==> src/rtl/fetch_tlb_pkg.sv <==
package fetch_tlb_pkg;
  parameter int ADDR_W     = 32;
  parameter int PAGE_SHIFT = 10;
  parameter int ASID_W     = 8;
  localparam int NUM_SLOTS = 4;
  localparam int IDX_W     = $clog2(NUM_SLOTS);
  localparam int VPN_W     = ADDR_W - PAGE_SHIFT;
  localparam int LRU_W     = NUM_SLOTS * (NUM_SLOTS - 1) / 2;

  typedef enum logic [1:0] {
    RES_OK    = 2'd0,
    RES_MISS  = 2'd1,
    RES_MULTI = 2'd2,
    RES_VIOL  = 2'd3
  } result_e;

  typedef struct packed {
    logic             valid;
    logic [VPN_W-1:0] vpn;
    logic [VPN_W-1:0] ppn;
    logic [1:0]       sizeCode;
    logic [ASID_W-1:0] asid;
    logic             shared;
    logic             userExec;
  } tlbEntry_t;

  // strobes from control to datapath
  typedef struct packed {
    logic    captureReq;
    logic    writeVictim;
    logic    updateLru;
    logic    loadRsp;
    logic    useHitCode;
    result_e forcedCode;
  } ctrlStrobe_t;

  // page-number bits that come from the slot (1 = slot, 0 = request)
  function automatic logic [VPN_W-1:0] pageMask(input logic [1:0] code);
    case (code)
      2'd0:    pageMask = '1;
      2'd1:    pageMask = ~VPN_W'(3);
      2'd2:    pageMask = ~VPN_W'(63);
      default: pageMask = ~VPN_W'(1023);
    endcase
  endfunction
endpackage

==> src/rtl/fetch_tlb_lru.sv <==
module fetch_tlb_lru
  import fetch_tlb_pkg::*;
(
  input  logic             clk,
  input  logic             rstN,
  input  logic             update,
  input  logic [IDX_W-1:0] hitIdx,
  output logic [LRU_W-1:0] lruField,
  output logic [IDX_W-1:0] victimIdx,
  output logic             victimOk
);
  localparam logic [LRU_W-1:0] CLEAR_KEEP [NUM_SLOTS] =
    '{6'b000111, 6'b111001, 6'b111110, 6'b111111};
  localparam logic [LRU_W-1:0] SET_BITS [NUM_SLOTS] =
    '{6'b000000, 6'b100000, 6'b010100, 6'b001011};

  logic [LRU_W-1:0] lruNext;

  always_comb lruNext = (lruField & CLEAR_KEEP[hitIdx]) | SET_BITS[hitIdx];

  always_ff @(posedge clk) begin
    if (!rstN)       lruField <= '0;
    else if (update) lruField <= lruNext;
  end

  // ordered pattern match for the slot to replace
  always_comb begin
    victimOk  = 1'b1;
    victimIdx = IDX_W'(3);
    if (lruField[5:3] == 3'b111)                               victimIdx = IDX_W'(0);
    else if (!lruField[5] && lruField[2] && lruField[1])       victimIdx = IDX_W'(1);
    else if (!lruField[4] && !lruField[2] && lruField[0])      victimIdx = IDX_W'(2);
    else if (!lruField[3] && !lruField[1] && !lruField[0])     victimIdx = IDX_W'(3);
    else                                                       victimOk  = 1'b0;
  end

  assert_victim_defined_R11: assert property (@(posedge clk) disable iff (!rstN)
    victimOk);
endmodule

==> src/rtl/fetch_tlb_dp.sv <==
module fetch_tlb_dp
  import fetch_tlb_pkg::*;
(
  input  logic              clk,
  input  logic              rstN,
  input  ctrlStrobe_t       stb,
  input  logic [ADDR_W-1:0] reqAddr,
  input  logic [ASID_W-1:0] reqAsid,
  input  logic              reqUser,
  input  logic              reqUseAsid,
  input  tlbEntry_t         refillEntry,
  output logic              hitNone,
  output logic              hitMulti,
  output logic [ADDR_W-1:0] lookupAddr,
  output logic [1:0]        rspCode,
  output logic [IDX_W-1:0]  rspIndex,
  output logic [ADDR_W-1:0] rspPhys,
  output logic [LRU_W-1:0]  lruField
);
  logic [ADDR_W-1:0] qAddr;
  logic [ASID_W-1:0] qAsid;
  logic              qUser, qUseAsid;
  tlbEntry_t         slot [NUM_SLOTS];
  logic [NUM_SLOTS-1:0] hitVec;
  logic [IDX_W-1:0]  hitIdx, victimIdx;
  logic              victimOk;
  logic [VPN_W-1:0]  hitMask, physVpn;
  result_e           hitCode;
  logic [ADDR_W-1:0] hitPhys;

  always_ff @(posedge clk) begin
    if (!rstN) begin
      qAddr <= '0; qAsid <= '0; qUser <= 1'b0; qUseAsid <= 1'b0;
    end else if (stb.captureReq) begin
      qAddr <= reqAddr; qAsid <= reqAsid; qUser <= reqUser; qUseAsid <= reqUseAsid;
    end
  end

  for (genvar g = 0; g < NUM_SLOTS; g++) begin : gSlot
    logic [VPN_W-1:0] mask;
    logic             tagOk;
    always_comb begin
      mask     = pageMask(slot[g].sizeCode);
      tagOk    = slot[g].shared || !qUseAsid || (slot[g].asid == qAsid);
      hitVec[g] = slot[g].valid && tagOk &&
                  ((slot[g].vpn & mask) == (qAddr[ADDR_W-1:PAGE_SHIFT] & mask));
    end
    always_ff @(posedge clk) begin
      if (!rstN) slot[g] <= '0;
      else if (stb.writeVictim && victimIdx == IDX_W'(g)) slot[g] <= refillEntry;
    end
  end

  always_comb begin
    hitIdx = '0;
    for (int i = NUM_SLOTS - 1; i >= 0; i--)
      if (hitVec[i]) hitIdx = IDX_W'(i);
  end

  assign hitNone  = (hitVec == '0);
  assign hitMulti = !$onehot0(hitVec);
  assign lookupAddr = qAddr;

  always_comb begin
    hitMask = pageMask(slot[hitIdx].sizeCode);
    physVpn = (slot[hitIdx].ppn & hitMask) | (qAddr[ADDR_W-1:PAGE_SHIFT] & ~hitMask);
    hitPhys = {physVpn, qAddr[PAGE_SHIFT-1:0]};
    hitCode = (qUser && !slot[hitIdx].userExec) ? RES_VIOL : RES_OK;
  end

  always_ff @(posedge clk) begin
    if (!rstN) begin
      rspCode <= '0; rspIndex <= '0; rspPhys <= '0;
    end else if (stb.loadRsp) begin
      rspCode  <= stb.useHitCode ? hitCode : stb.forcedCode;
      rspIndex <= hitIdx;
      rspPhys  <= hitPhys;
    end
  end

  fetch_tlb_lru i_lru (
    .clk(clk), .rstN(rstN), .update(stb.updateLru), .hitIdx(hitIdx),
    .lruField(lruField), .victimIdx(victimIdx), .victimOk(victimOk)
  );

  assert_refill_defined_victim_R4: assert property (@(posedge clk) disable iff (!rstN)
    stb.writeVictim |-> victimOk);
  assert_refill_only_on_miss_R5: assert property (@(posedge clk) disable iff (!rstN)
    stb.writeVictim |-> hitNone);
  assert_hit_code_single_R7: assert property (@(posedge clk) disable iff (!rstN)
    (stb.loadRsp && stb.useHitCode) |-> !hitMulti && !hitNone);
endmodule

==> src/rtl/fetch_tlb_ctrl.sv <==
module fetch_tlb_ctrl
  import fetch_tlb_pkg::*;
(
  input  logic        clk,
  input  logic        rstN,
  input  logic        reqValid,
  input  logic        rspReady,
  input  logic        hitNone,
  input  logic        hitMulti,
  input  logic        utlbRspValid,
  input  logic        utlbRspHit,
  output logic        reqReady,
  output logic        rspValid,
  output logic        utlbReqValid,
  output ctrlStrobe_t stb
);
  typedef enum logic [2:0] {S_IDLE, S_LOOKUP, S_UREQ, S_UWAIT, S_RESP} state_e;
  state_e state, stateNext;
  logic   refilled, refilledNext;

  always_comb begin
    stateNext    = state;
    refilledNext = refilled;
    stb          = '0;
    stb.forcedCode = RES_MISS;
    case (state)
      S_IDLE: if (reqValid) begin
        stb.captureReq = 1'b1;
        refilledNext   = 1'b0;
        stateNext      = S_LOOKUP;
      end
      S_LOOKUP: begin
        if (hitMulti) begin
          stb.loadRsp = 1'b1; stb.forcedCode = RES_MULTI; stateNext = S_RESP;
        end else if (!hitNone) begin
          stb.loadRsp = 1'b1; stb.useHitCode = 1'b1; stb.updateLru = 1'b1;
          stateNext   = S_RESP;
        end else if (refilled) begin
          stb.loadRsp = 1'b1; stateNext = S_RESP;
        end else begin
          stateNext = S_UREQ;
        end
      end
      S_UREQ: stateNext = S_UWAIT;
      S_UWAIT: if (utlbRspValid) begin
        if (utlbRspHit) begin
          stb.writeVictim = 1'b1; refilledNext = 1'b1; stateNext = S_LOOKUP;
        end else begin
          stb.loadRsp = 1'b1; stateNext = S_RESP;
        end
      end
      S_RESP: if (rspReady) stateNext = S_IDLE;
      default: stateNext = S_IDLE;
    endcase
  end

  always_ff @(posedge clk) begin
    if (!rstN) begin
      state <= S_IDLE; refilled <= 1'b0;
    end else begin
      state <= stateNext; refilled <= refilledNext;
    end
  end

  assign reqReady     = (state == S_IDLE);
  assign rspValid     = (state == S_RESP);
  assign utlbReqValid = (state == S_UREQ);

  assert_utlb_single_pulse_R5: assert property (@(posedge clk) disable iff (!rstN)
    utlbReqValid |=> !utlbReqValid);
  assert_rsp_held_R10: assert property (@(posedge clk) disable iff (!rstN)
    (rspValid && !rspReady) |=> rspValid);
  assert_busy_after_take_R10: assert property (@(posedge clk) disable iff (!rstN)
    (reqReady && reqValid) |=> !reqReady);
endmodule

==> src/rtl/fetch_tlb.sv <==
module fetch_tlb
  import fetch_tlb_pkg::*;
(
  input  logic              clk,
  input  logic              rstN,
  input  logic              reqValid,
  output logic              reqReady,
  input  logic [ADDR_W-1:0] reqAddr,
  input  logic [ASID_W-1:0] reqAsid,
  input  logic              reqUser,
  input  logic              reqUseAsid,
  output logic              rspValid,
  input  logic              rspReady,
  output logic [1:0]        rspCode,
  output logic [IDX_W-1:0]  rspIndex,
  output logic [ADDR_W-1:0] rspPhys,
  output logic              utlbReqValid,
  output logic [ADDR_W-1:0] utlbReqAddr,
  input  logic              utlbRspValid,
  input  logic              utlbRspHit,
  input  logic [VPN_W-1:0]  utlbRspVpn,
  input  logic [VPN_W-1:0]  utlbRspPpn,
  input  logic [1:0]        utlbRspSize,
  input  logic [ASID_W-1:0] utlbRspAsid,
  input  logic              utlbRspShared,
  input  logic              utlbRspUserExec,
  output logic [LRU_W-1:0]  lruField
);
  ctrlStrobe_t stb;
  logic        hitNone, hitMulti;
  tlbEntry_t   refillEntry;

  assign refillEntry = '{valid: 1'b1, vpn: utlbRspVpn, ppn: utlbRspPpn,
                         sizeCode: utlbRspSize, asid: utlbRspAsid,
                         shared: utlbRspShared, userExec: utlbRspUserExec};

  fetch_tlb_ctrl i_ctrl (
    .clk(clk), .rstN(rstN), .reqValid(reqValid), .rspReady(rspReady),
    .hitNone(hitNone), .hitMulti(hitMulti), .utlbRspValid(utlbRspValid),
    .utlbRspHit(utlbRspHit), .reqReady(reqReady), .rspValid(rspValid),
    .utlbReqValid(utlbReqValid), .stb(stb)
  );

  fetch_tlb_dp i_dp (
    .clk(clk), .rstN(rstN), .stb(stb), .reqAddr(reqAddr), .reqAsid(reqAsid),
    .reqUser(reqUser), .reqUseAsid(reqUseAsid), .refillEntry(refillEntry),
    .hitNone(hitNone), .hitMulti(hitMulti), .lookupAddr(utlbReqAddr),
    .rspCode(rspCode), .rspIndex(rspIndex), .rspPhys(rspPhys), .lruField(lruField)
  );

  assert_rsp_data_stable_R10: assert property (@(posedge clk) disable iff (!rstN)
    (rspValid && !rspReady) |=> ($stable(rspCode) && $stable(rspIndex) && $stable(rspPhys)));
  assert_lru_kept_on_miss_R6: assert property (@(posedge clk) disable iff (!rstN)
    ($rose(rspValid) && rspCode == 2'd1) |-> $stable(lruField));
  assert_lru_kept_on_multi_R7: assert property (@(posedge clk) disable iff (!rstN)
    ($rose(rspValid) && rspCode == 2'd2) |-> $stable(lruField));
endmodule

==> config.mk <==
export PLATFORM = sky130hd
export DESIGN_NAME = fetch_tlb
export DESIGN_NICKNAME = d
export VERILOG_FILES = /design/src/rtl/fetch_tlb_pkg.sv /design/src/rtl/fetch_tlb_lru.sv /design/src/rtl/fetch_tlb_dp.sv /design/src/rtl/fetch_tlb_ctrl.sv /design/src/rtl/fetch_tlb.sv
export SDC_FILE = /design/constraint.sdc
export NUM_CORES = 1
export LEC_CHECK = 0
export ABC_AREA = 1
export BUFFER_PORTS_ARGS = -buffer_cell sky130_fd_sc_hd__buf_2
export CELL_PAD_IN_SITES_DETAIL_PLACEMENT = 0
export CELL_PAD_IN_SITES_GLOBAL_PLACEMENT = 1
export CORE_ASPECT_RATIO = 0.9
export CORE_UTILIZATION = 45
export CTS_BUF_LIST = sky130_fd_sc_hd__clkbuf_8 sky130_fd_sc_hd__clkbuf_16
export CTS_CLUSTER_DIAMETER = 100
export DETAILED_ROUTE_END_ITERATION = 16
export PLACE_DENSITY_LB_ADDON = 0.1
export SLEW_MARGIN = 10
export SYNTH_ARGS = -nofsm -noshare
export SYNTH_HDL_FRONTEND = slang
export SYNTH_SLANG_ARGS = --single-unit
export TNS_END_PERCENT = 1
==> constraint.sdc <==
create_clock -name clk -period 8.4 [get_ports clk]
set_input_delay 1.68 -clock clk [delete_from_list [all_inputs] [get_ports clk]]
set_output_delay 1.68 -clock clk [all_outputs]
set_load 0.01 [all_outputs]
Word-level counts from Yosys, hierarchy flattened
Memories as Yosys holds them, arrays and structs flattened.
Index checks and enable logic that the tools add are counted.
{"block": "word_totals", "reg_bits": 88, "ramBits": 228, "input_bits": 104, "out_inout_bits": 77, "elab_cells": 171, "mem_count": 1}
{"memory": "i_dp.slot", "depth": 4, "width": 57, "read_ports": 5, "rd_clocked_by_memory_dff": 0, "wr": 4, "line_no": "fetch_tlb_dp.sv:23", "source": "tlbEntry_t slot [NUM_SLOTS];"}
{"block": "op_classes", "n_addsub": 3, "order_cmp": 2, "n_eq_ne": 30, "n_mux": 65, "n_bitwise": 19, "n_reduce_logical": 41}
{"operator": "2-to-1 mux 57 bit", "count": 4}
{"operator": "bitwise AND 22 bit", "count": 10}
{"operator": "case mux 10 bit (3 select lines)", "count": 5}
{"operator": "equality test 22 bit", "count": 4}
{"operator": "equality test 8 bit", "count": 4}
{"operator": "2-to-1 mux 1 bit", "count": 30}
{"operator": "binary-select mux 6 bit (select 2 bit)", "count": 2}
{"operator": "2-to-1 mux 3 bit", "count": 8}
{"operator": "2-to-1 mux 6 bit", "count": 4}
{"operator": "NOT 22 bit", "count": 1}
{"operator": "bitwise OR 22 bit", "count": 1}
{"operator": "2-to-1 mux 2 bit", "count": 9}
{"operator": "logical AND 1 bit", "count": 17}
{"operator": "case mux 3 bit (5 select lines)", "count": 1}
{"operator": "equality test 2 bit (second input constant)", "count": 7}
{"operator": "equality test 2 x 1 -> 1 bit (second input constant)", "count": 6}
{"operator": "logical NOT 2 bit", "count": 6}
{"operator": "logical OR 1 bit", "count": 8}
{"operator": "bitwise AND 6 bit", "count": 1}
{"operator": "equality test 3 x 2 -> 1 bit (second input constant)", "count": 2}
{"operator": "equality test 3 bit (second input constant)", "count": 2}
{"operator": "!= test 2 bit (second input constant)", "count": 3}
{"operator": "bitwise OR 6 bit", "count": 1}
{"operator": "logical NOT 1 bit", "count": 5}
{"operator": "other kinds (14)", "count": 19}

Logic depth before layout (Yosys ltp)
Gate-level depths: netlist of the first run.
An unclocked memory read counts as a cell.
{"block": "depth", "ltp_word": 16, "mapped_depth": 25}

Hierarchy
From an unflattened synthesis of the first run, not the netlist that was laid out.
{"block": "unflattened", "hier_cells": 1822, "hier_area_um2": 15367.2}
{"mod": "fetch_tlb_dp", "instances": 1, "cells_per_inst": 1720, "area_per_inst_um2": 14756.7, "seq_area_each_um2": 8408.1}
{"mod": "fetch_tlb_ctrl", "instances": 1, "cells_per_inst": 53, "area_per_inst_um2": 304.0, "seq_area_each_um2": 80.1}
{"mod": "fetch_tlb_lru", "instances": 1, "cells_per_inst": 48, "area_per_inst_um2": 302.8, "seq_area_each_um2": 120.1}
{"mod": "fetch_tlb", "instances": 1, "cells_per_inst": 1, "area_per_inst_um2": 3.8, "seq_area_each_um2": 0.0}

Worst setup path after synthesis of the first run
Ideal clock, no wire load.
{"block": "synth_path", "kind": "input to register", "startpoint": "input port utlbRspHit", "endpoint": "memory i_dp.slot[1][0] in the netlist's numbering, enable pin", "setup_ps": 550, "arrival_ps": 5982, "required_ps": 7850, "setup_slack_ps": 1867, "stages": 4, "cell_sequence": "nand2_1 nor2_1 inv_1 o21ai_0"}
{"element": "start, declared", "line_no": "fetch_tlb.sv:20", "source": "input logic utlbRspHit,"}
{"element": "end, declared", "line_no": "fetch_tlb_dp.sv:23"}

Worst setup path after layout of the first run
{"block": "layout_path", "startpoint": "register i_dp.qAddr[14] (netlist: i_dp.lookupAddr[14])", "endpoint": "register i_dp.rspPhys[13]"}
{"block": "layout_between", "elab_chain_len": 13, "elab_cells_between_ends": 33}
{"element": "start, declared", "line_no": "fetch_tlb_dp.sv:20", "source": "logic [ADDR_W-1:0] qAddr;"}
{"element": "start signal, assigned", "line_no": "fetch_tlb_dp.sv:35", "source": "qAddr <= reqAddr; qAsid <= reqAsid; qUser <= reqUser; qUseAsid <= reqUseAsid;"}
{"element": "bitwise AND 22 bit", "line_no": "fetch_tlb_dp.sv:46", "source": "((slot[g].vpn & mask) == (qAddr[ADDR_W-1:PAGE_SHIFT] & mask));"}
{"element": "equality test 22 bit", "line_no": "fetch_tlb_dp.sv:46"}
{"element": "logical AND 1 bit", "line_no": "fetch_tlb_dp.sv:45", "source": "hitVec[g] = slot[g].valid && tagOk &&"}
{"element": "2-to-1 mux 2 bit (4 in series)", "line_no": "fetch_tlb_dp.sv:57", "source": "if (hitVec[i]) hitIdx = IDX_W'(i);"}
{"element": "memory (4 x 57 bit)"}
{"element": "equality test 2 bit (tied with other cells)", "line_no": "fetch_tlb_pkg.sv:39", "source": "case (code)"}
{"element": "case mux 10 bit (3 select lines)", "line_no": "fetch_tlb_pkg.sv:39"}
{"element": "NOT 22 bit", "line_no": "fetch_tlb_dp.sv:66", "source": "physVpn = (slot[hitIdx].ppn & hitMask) | (qAddr[ADDR_W-1:PAGE_SHIFT] & ~hitMask);"}
{"element": "bitwise AND 22 bit", "line_no": "fetch_tlb_dp.sv:66"}
{"element": "bitwise OR 22 bit", "line_no": "fetch_tlb_dp.sv:66"}
{"element": "end signal, assigned", "line_no": "fetch_tlb_dp.sv:77", "source": "rspPhys <= hitPhys;"}
{"element": "end, declared", "line_no": "fetch_tlb_dp.sv:17", "source": "output logic [ADDR_W-1:0] rspPhys,"}
Several ways; a longest one is shown, not always the timed one.
A chain may end at the register's enable or synchronous reset.

==> impl_metrics.py, run 1 <==
metrics = {
    "detailed_routing": {
        "wl_met3_mm": 2.41,
        "wl_met2_mm": 17.3,
        "wl_per_cell_um": 18.4,
        "viasPerCell": 5.13,
        "top_layer": "met4",
        "drc": 0,
        "firstDrtPassIters": 5,
        "wl_met1_mm": 17.9,
        "postRouteAntennaNets": 0,
        "wl_mm": 38.3,
        "drt_iter0_drc": 701,
        "vias": 10700,
    },
    "setup_path": {
        "cpPeakStageDelay_ns": 0.75,
        "worstPathRequired_ns": 8.83,
        "crit_type": "reg2reg",
        "r2r-start": "i_dp.lookupAddr[14]",
        "cp_slowest_cell": "nand2_1",
        "start_kind": "flop",
        "crit_path_end_kind": "flop",
        "cp_max_fo": 29,
        "arrival_ns": 5.47,
        "worst-path-buf-inv": 6,
        "startpoint": "i_dp.lookupAddr[14]",
        "crit_path_cell_trace": "inv_1, o22ai_1, a221o_1, o41ai_1, o31ai_1, nor2_1, inv_1, ha_1, ha_1, inv_1, fa_1, nand2_1, inv_1, nand2_1, nand2_1, nand2_1, buf_4, inv_2, a21oi_1, o21ai_1, a21oi_1",
        "path_delay_family": "compound AO/OA/AOI/OAI gates",
    },
    "clock_tree": {
        "cts_setup_buffers": 0,
        "ctsResizeCount": 0,
        "cts-root-buf": "clkbuf_16",
        "insertion_delay_ns": 0.52,
        "clk_pin_slew_ns": 0.06,
        "cts_max_level": 2,
        "clock_path_buffers": 3,
        "clkSinkCount": 316,
        "ctsHoldBuffers": 0,
        "cts_tree": "yes",
        "cts_inserted_buffers": 35,
    },
    "synth": {
        "synth_xor_area_share_pct": 3.56,
        "synthTopCellsByArea": "edfxtp_1 48%, dfxtp_1 12%, nor2_1 7.8%, nand2_1 6.7%, inv_1 3.7%",
        "synth_top_area_share_pct": 47.8,
        "synth_compound_area_share_pct": 8.20,
        "syn_nets": 1599,
        "synthCells": 1488,
        "syn_area_per_cell_sq_um": 9.59,
        "syn-cell-area_sq_um": 14300,
        "synth_warnings": 0,
        "async_flop_share_pct": 0,
        "synth_top_family_by_area": "simple AND/OR/NAND/NOR gates",
        "synth_commonest_cells": "295 x nor2_1, 253 x nand2_1, 227 x edfxtp_1",
        "synth_edf_count": 227,
        "yosysMostFrequentCell": "nor2_1",
        "synth_ff_type": "edfxtp_1",
        "synthAdderAreaFrac_pct": 0.667,
        "synth-seq-cells": 316,
        "muxShareOfSynthArea_pct": 0,
        "yosysTopAreaCell": "edfxtp_1",
        "yosysSeqAreaShare_pct": 60.3,
        "yosysUniqueCellTypes": 49,
        "yosys.area_share.simple_pct": 19.9,
    },
    "sta": {
        "drv_slew": 0,
        "period_needed_ns": 5.05,
        "rsz0062_at_grt": "false",
        "fin_worst_skew_ns": 0.0177,
        "fmax_ghz": 0.198,
        "max_slew_margin_pct": 32.8,
        "setup_violations": 0,
        "finalHoldViolCount": 0,
        "fin_setup_tns_ns": 0,
        "finalWorstSetupSlack_ns": 3.35,
        "worst_pin_slew_ns": 1.01,
        "whs_ns": 0.472,
        "fin_crit_sh_pct": 60.1,
    },
    "global_route": {
        "grt_pass1_vias": 10300,
        "grt_usage_pct": 23.8,
        "antenna_found_initial": 1,
        "grt_first_pass_wirelength_mm": 58.7,
        "grt-ovfl-total": 0,
        "grt_max_degree": 58,
    },
    "layout": {
        "final_cells": 2079,
        "syn_to_final_growth_pct": 16.9,
        "drive_above_1_share_pct": 19.2,
        "layout.nets": 1754,
        "antenna_cells_inserted": 0,
    },
    "die": {
        "rows": 61,
        "die_width_um": 190,
        "io_pins": 181,
        "core_area_sq_um": 31100,
        "fp.dieH_um": 171,
        "start_util_pct": 45.9,
        "dieArea_sq_um": 32400,
    },
    "place": {
        "dp_hpwl_mm": 24.9,
        "place_ws_ns": 3.42,
        "io_buffers": 180,
        "place_congestion": 0.816,
        "place_inst": 2015,
    },
    "power": {
        "power_leakage_nw": 7.16,
        "design_power_total_w": 0.00388,
        "power_density_nw_per_um2": 232,
        "peakVddDrop_v": 0.000112,
    },
    "worst_hold_path": {
        "worstHoldPathType": "reg2reg",
        "worstHoldStart": "i_dp.qUser",
    },
    "job": {
        "cap_viol_max_count": 0,
    },
    "status": {
        "outcome": "completed",
    },
}
==> metal layers <==
| metal | global-route usage (%) | vias to the layer above |
|---|---|---|
| li1 | - | 5222 |
| met3 | 3.88 | 52 |
| met2 | 38.2 | 325 |
| met5 | 0 | - |
| met1 | 34.0 | 5057 |
| met4 | 5.33 | 0 |
==> flip-flops by register name, summed over array words and instances, names as in the netlist, 2 cells and up, named ones only <==
register	count
i_dp.rspPhys	32
i_dp.qAsid	8
i_dp.slot	228
i_dp.rspCode	2
i_dp.rspIndex	2
i_ctrl.state	3
i_dp.i_lru.lruField	2
i_dp.lookupAddr	32
==> cell usage in the layout, fill, tap and decap left out, drive strengths merged, types with 41 or more instances in the layout <==
cell type	netlist	routed
nor2	305	305
nand2	264	264
edfxtp	227	227
buf	39	194
inv	162	168
dfxtp	89	89
o21ai	76	76
a21oi	71	71
nand3	59	59
xnor2	49	49
clkbuf	37	41
==> power breakdown <==
part | switching, W | total (W) | internal, W
Combinational | 0.000232 | 0.000360 | 0.000128
Sequential | 0.0000622 | 0.00181 | 0.00175
Clock | 0.000632 | 0.00171 | 0.00108
==> cells by family (layout without fill, tap and decap cells) <==
family | Yosys count | in the layout
adder cells (fa/ha/maj) | 7 | 7
AND/OR/NAND/NOR | 671 | 671
buffers and inverters | 238 | 420
AO/OA/AOI/OAI | 198 | 198
XOR/XNOR | 58 | 58
flip-flops | 316 | 316
==> cell type report <==
class                   instances  area [sq um]
clock buffers                  41           970
clock inverters                23           330
fillers                      2825         14400
inverters                     162           613
multi-input cells             934          4650
flip-flops and latches        316          8600
well taps                     409           512
repair buffers                194          1010
==> through the flow <==
stage | utilization, % | area [sq um]
CTS | 53.7 | 16700
global route | 53.7 | 16700
detailed placement | 49.5 | 15400
finish | 53.7 | 16700
floorplan | - | 14300
global placement | 49.5 | 15400
==> worst reg2reg max path, stage by stage (launching register included) <==
cell	delay [ns]
dfxtp_1	0.34
inv_1	0.20
o22ai_1	0.13
a221o_1	0.28
o41ai_1	0.60
o31ai_1	0.16
nor2_1	0.23
inv_1	0.07
ha_1	0.28
ha_1	0.19
inv_1	0.06
fa_1	0.40
nand2_1	0.12
inv_1	0.07
nand2_1	0.07
nand2_1	0.05
nand2_1	0.75
buf_4	0.38
inv_2	0.23
a21oi_1	0.19
o21ai_1	0.08
a21oi_1	0.11
==> path summary, 6_finish.rpt <==
path,end,slack [ns],depth (start not counted)
hold / removal,i_dp.qUser,0.47,2
hold reg to reg,i_dp.qUser,0.47,2
setup reg to reg,i_dp.rspPhys[13],3.35,21
setup / recovery,i_dp.rspPhys[13],3.35,21
Note: power is estimated with default switching activity, not from simulation.
==> run 2: changes to the inputs <==
==> constraint.sdc (replaced) <==
create_clock -name clk -period 4.9 [get_ports clk]
set_input_delay 0.98 -clock clk [delete_from_list [all_inputs] [get_ports clk]]
set_output_delay 0.98 -clock clk [all_outputs]
set_load 0.01 [all_outputs]
==> run 2 against run 1 <==
Against the previous run:
- fmax rose by 25%
- routed wire length fell by 0.34%
- first-iteration DRC count fell by 0.29%
- critical path type unchanged
- critical endpoint is now i_dp.rspPhys[31]
- highest routed layer unchanged
==> impl_metrics.py, run 2 (synthesis results as in run 1) <==
metrics = {
    "status": {
        "outcome": "completed",
    },
    "clock_tree": {
        "ctsResizeCount": 0,
        "cts-root-buf": "clkbuf_16",
        "cts_setup_buffers": 0,
        "clkSinkCount": 316,
        "insertion_delay_ns": 0.51,
        "clock_path_buffers": 3,
        "cts_inserted_buffers": 35,
        "cts_max_level": 2,
        "ctsHoldBuffers": 0,
        "cts_tree": "yes",
        "clk_pin_slew_ns": 0.06,
    },
    "sta": {
        "worst_pin_slew_ns": 0.928,
        "fmax_ghz": 0.247,
        "whs_ns": 0.464,
        "max_slew_margin_pct": 37.9,
        "rsz0062_at_grt": "false",
        "setup_violations": 0,
        "fin_setup_tns_ns": 0,
        "finalHoldViolCount": 0,
        "drv_slew": 0,
        "fin_crit_sh_pct": 82.7,
        "fin_worst_skew_ns": 0.0150,
        "period_needed_ns": 4.05,
    },
    "die": {
        "die_width_um": 190,
        "core_area_sq_um": 31100,
        "start_util_pct": 45.9,
        "dieArea_sq_um": 32400,
        "io_pins": 181,
        "rows": 61,
        "fp.dieH_um": 171,
    },
    "detailed_routing": {
        "wl_mm": 38.1,
        "postRouteAntennaNets": 0,
        "firstDrtPassIters": 5,
        "vias": 10700,
        "drt_iter0_drc": 699,
        "viasPerCell": 5.15,
        "wl_per_cell_um": 18.3,
        "drc": 0,
    },
    "setup_path": {
        "worstPathRequired_ns": 5.34,
        "cp_max_fo": 46,
        "start_kind": "flop",
        "crit_type": "reg2reg",
        "crit_path_end_kind": "flop",
        "arrival_ns": 4.49,
    },
    "worst_hold_path": {
        "worstHoldPathType": "reg2reg",
    },
    "layout": {
        "multi_input_area_sq_um": 4640,
        "largest_reg_flops": 228,
        "regArea_sq_um": 8600,
        "drive_above_1_share_pct": 18.7,
        "syn_to_final_growth_pct": 16.0,
        "largest_register": "i_dp.slot",
        "fillers": 2953,
        "antenna_cells_inserted": 0,
        "layout_commonest_cell": "nor2_1",
        "layout.nets": 1759,
        "layout_common_cells": "295 x nor2_1, 249 x nand2_1, 227 x edfxtp_1",
    },
    "job": {
        "cap_viol_max_count": 0,
    },
    "power": {
        "power_density_nw_per_um2": 378,
        "peakVddDrop_v": 0.000246,
        "design_power_total_w": 0.00626,
        "power_leakage_nw": 7.11,
    },
    "global_route": {
        "grt_usage_pct": 24.2,
        "grt-ovfl-total": 0,
        "grt_first_pass_wirelength_mm": 59.5,
        "grt_max_degree": 47,
        "grt_pass1_vias": 10500,
        "antenna_found_initial": 1,
    },
    "place": {
        "io_buffers": 180,
        "place_congestion": 0.801,
        "dp_hpwl_mm": 25.3,
    },
}
[run 2: changes by cell type in the layout (fill, tap and decap cells not counted), moves of 3 or more]
| cell | delta |
|---|---|
| clkinv_1 | +7 |
| bufinv_16 | -5 |
| inv_1 | +4 |
| buf_12 | +3 |
[run 2: metrics by stage]
step | worst slack, ns | util [%] | cell area (sq um) | instances
CTS | 0.871 | 53.3 | 16500 | 2082
detailed placement | 0.886 | 49.7 | 15400 | 2020
floorplan | 0.609 | - | 14300 | 1488
global route | 0.416 | 53.3 | 16500 | 2082
finish | 0.848 | 53.3 | 16500 | 2082
global placement | 0.991 | 49.7 | 15400 | 2020
[run 2: critical path, stage by stage, from the launching register on]
cell     delay, ns
dfxtp_1       0.34
inv_1         0.20
o22ai_1       0.13
a221o_1       0.27
o41ai_1       0.49
o31ai_1       0.15
nor2_1        0.20
inv_1         0.07
ha_1          0.27
ha_1          0.20
inv_1         0.07
fa_1          0.41
nand2_1       0.10
inv_1         0.07
nand2_1       0.07
nand2_1       0.05
nand2_1       0.10
buf_4         0.45
o21ai_0       0.19
a41oi_2       0.17
[run 2: final timing paths]
kind	startpoint	to	slack, ns	cells past startpoint
setup / recovery	i_dp.lookupAddr[14]	i_dp.rspPhys[31]	0.85	19
hold / removal	i_dp.rspPhys[18]	i_dp.rspPhys[18]	0.46	2
setup reg to reg	i_dp.lookupAddr[14]	i_dp.rspPhys[31]	0.85	19
hold reg to reg	i_dp.rspPhys[18]	i_dp.rspPhys[18]	0.46	2
[run 2: layout make-up]
class,instances,area share (%)
Multi-Input combinational cell,934,28.1
Clock inverter,24,1.07
Sequential cell,316,52.0
Clock buffer,38,5.54
Inverter,162,3.71
Timing Repair Buffer,199,6.53
Tap cell,409,3.09
[run 2: metal layers]
layer | share of wire [%] | vias to the layer above | wire length [um] | GRT usage (%)
li1 | - | 5223 | - | -
met1 | 46 | 5111 | 17500 | 34.2
met2 | 45 | 338 | 17300 | 38.7
met3 | 6.8 | 56 | 2580 | 4.00
met4 | 1.8 | 0 | 702 | 6.21
met5 | 0 | - | 0 | 0
[run 2: power by group]
group	internal, W	leakage (nW)	switching [W]
sequential	0.00299	2.97	0.000105
clock	0.00150	0.572	0.00104
combinational	0.000225	3.56	0.000397
total	0.00472	7.11	0.00154
==> run 3: changes to the inputs <==
--- a/config.mk
+++ b/config.mk
@@ -10,7 +10,7 @@
 export CELL_PAD_IN_SITES_DETAIL_PLACEMENT = 0
 export CELL_PAD_IN_SITES_GLOBAL_PLACEMENT = 1
 export CORE_ASPECT_RATIO = 0.9
-export CORE_UTILIZATION = 45
+export CORE_UTILIZATION = 41
 export CTS_BUF_LIST = sky130_fd_sc_hd__clkbuf_8 sky130_fd_sc_hd__clkbuf_16
 export CTS_CLUSTER_DIAMETER = 100
 export DETAILED_ROUTE_END_ITERATION = 16
==> constraint.sdc (replaced) <==
create_clock -name clk -period 3.7 [get_ports clk]
set_input_delay 0.74 -clock clk [delete_from_list [all_inputs] [get_ports clk]]
set_output_delay 0.74 -clock clk [all_outputs]
set_load 0.01 [all_outputs]
==> run 3 against run 2 <==
Against the previous run:
- die area up 9.6%
- via count is 0.64% higher
- combinational power increased by 44%
- first-iteration DRC count decreased by 19%
- critical endpoint is now i_ctrl.state[2]
- largest cell class unchanged
==> impl_metrics.py, run 3 (synthesis results as in run 1) <==
metrics = {
    "status": {
        "outcome": "completed",
    },
    "sta": {
        "drv_slew": 0,
        "rsz0062_at_grt": "true",
        "fin_crit_sh_pct": 94.1,
        "whs_ns": 0.467,
        "worst_pin_slew_ns": 0.709,
        "fmax_ghz": 0.287,
        "finalHoldViolCount": 0,
        "fin_setup_tns_ns": 0,
        "period_needed_ns": 3.48,
        "setup_violations": 0,
        "finalWorstSetupSlack_ns": 0.219,
        "fin_worst_skew_ns": 0.0252,
        "max_slew_margin_pct": 52.7,
    },
    "clock_tree": {
        "clkSinkCount": 316,
        "clk_pin_slew_ns": 0.06,
        "cts_tree": "yes",
        "ctsHoldBuffers": 0,
        "clock_path_buffers": 3,
        "cts_inserted_buffers": 36,
        "cts_max_level": 2,
        "insertion_delay_ns": 0.53,
        "cts-root-buf": "clkbuf_16",
    },
    "detailed_routing": {
        "postRouteAntennaNets": 0,
        "viasPerCell": 4.96,
        "drt_iter0_drc": 564,
        "vias": 10800,
        "wl_mm": 40.3,
        "firstDrtPassIters": 5,
        "drc": 0,
        "wl_per_cell_um": 18.5,
    },
    "die": {
        "fp.dieH_um": 179,
        "core_area_sq_um": 34100,
        "io_pins": 181,
        "die_width_um": 199,
        "dieArea_sq_um": 35500,
        "rows": 64,
        "start_util_pct": 41.8,
    },
    "layout": {
        "layout_common_cells": "294 x nor2_1, 248 x nand2_1, 227 x edfxtp_1",
        "utilization_pct": 50.2,
        "antenna_cells_inserted": 0,
        "syn_to_final_growth_pct": 19.9,
        "largest_register": "i_dp.slot",
        "layout_commonest_cell": "nor2_1",
        "largest_reg_flops": 228,
        "layout.nets": 1798,
        "drive_above_1_share_pct": 21.5,
        "fillers": 3285,
    },
    "setup_path": {
        "crit_path_end_kind": "flop",
        "crit_type": "reg2reg",
        "arrival_ns": 3.89,
        "worstPathRequired_ns": 4.10,
        "start_kind": "flop",
        "r2r-start": "i_dp.slot[2][37]",
        "cp_max_fo": 13,
        "startpoint": "i_dp.slot[2][37]",
    },
    "worst_hold_path": {
        "worstHoldPathType": "reg2reg",
        "worstHoldStart": "i_dp.qUser",
    },
    "place": {
        "dp_hpwl_mm": 27.1,
        "io_buffers": 180,
        "place_ws_ns": -0.0426,
        "place_congestion": 0.815,
    },
    "global_route": {
        "grt_first_pass_wirelength_mm": 60.7,
        "grt_pass1_vias": 10500,
        "grt_max_degree": 49,
        "grt_usage_pct": 22.9,
        "grt-ovfl-total": 0,
        "antenna_found_initial": 1,
    },
    "power": {
        "power_density_nw_per_um2": 499,
        "power_leakage_nw": 7.38,
        "peakVddDrop_v": 0.000320,
    },
    "job": {
        "cap_viol_max_count": 0,
    },
}
[run 3: worst paths after layout]
| path | endpoint | slack [ns] | cells past startpoint |
|---|---|---|---|
| worst min register to register | i_dp.qUser | 0.47 | 2 |
| worst max-delay path | i_ctrl.state[2] | 0.22 | 21 |
| worst max register to register | i_ctrl.state[2] | 0.22 | 21 |
| worst min-delay path | i_dp.qUser | 0.47 | 2 |
[run 3: area by class of cell]
class                      count  area [sq um]  area share (%)
clock buffer                  38           940            5.49
timing repair buffer         237          1450            8.50
multi-input combinational    934          4690            27.4
sequential                   316          8600            50.3
tap                          462           578            3.38
clock inverter                28           230            1.35
inverter                     162           616            3.60
[run 3: per-layer routing]
metal | global-route usage [%] | up-vias | wire (um)
met5 | 0 | - | 0
met4 | 4.52 | 0 | 496
met3 | 3.05 | 39 | 2060
met2 | 37.6 | 283 | 18600
met1 | 32.4 | 5175 | 19100
li1 | - | 5300 | -
[run 3: per-stage QoR]
step / instances / power (W) / area (sq um)
final: 2177 / 0.00853 / 17100
after floorplan: 1488 / 0.00468 / 14300
after global routing: 2177 / 0.00885 / 17100
after global placement: 2109 / 0.00506 / 15800
after detailed placement: 2109 / 0.00506 / 15800
after CTS: 2175 / 0.00860 / 17000
[run 3: where the power goes]
group | switching (W) | internal, W
Sequential | 0.000129 | 0.00397
Clock | 0.00142 | 0.00211
Combinational | 0.000563 | 0.000332
[run 3: worst max-delay path: stages (launching register included)]
cell and delay, ns:
edfxtp_1 0.38, inv_1 0.07, o22ai_1 0.07, a221o_1 0.28
o41ai_2 0.25, buf_4 0.18, o31ai_1 0.07, nor2_2 0.13
inv_1 0.07, ha_1 0.28, ha_1 0.14, inv_1 0.04
fa_1 0.47, nand2_1 0.07, inv_1 0.09, nand2_1 0.06
nand2_1 0.11, nand2_4 0.10, buf_12 0.14, clkbuf_16 0.17
o21ai_0 0.15, inv_1 0.05
[run 3: repair_timing]
item / in CTS / in global routing
cloned: 0 / 1
gates resized for setup: 1 / 19
buffers inserted: 0 / 1
pin swaps: 0 / 2
setup endpoints to repair: 22 / 43
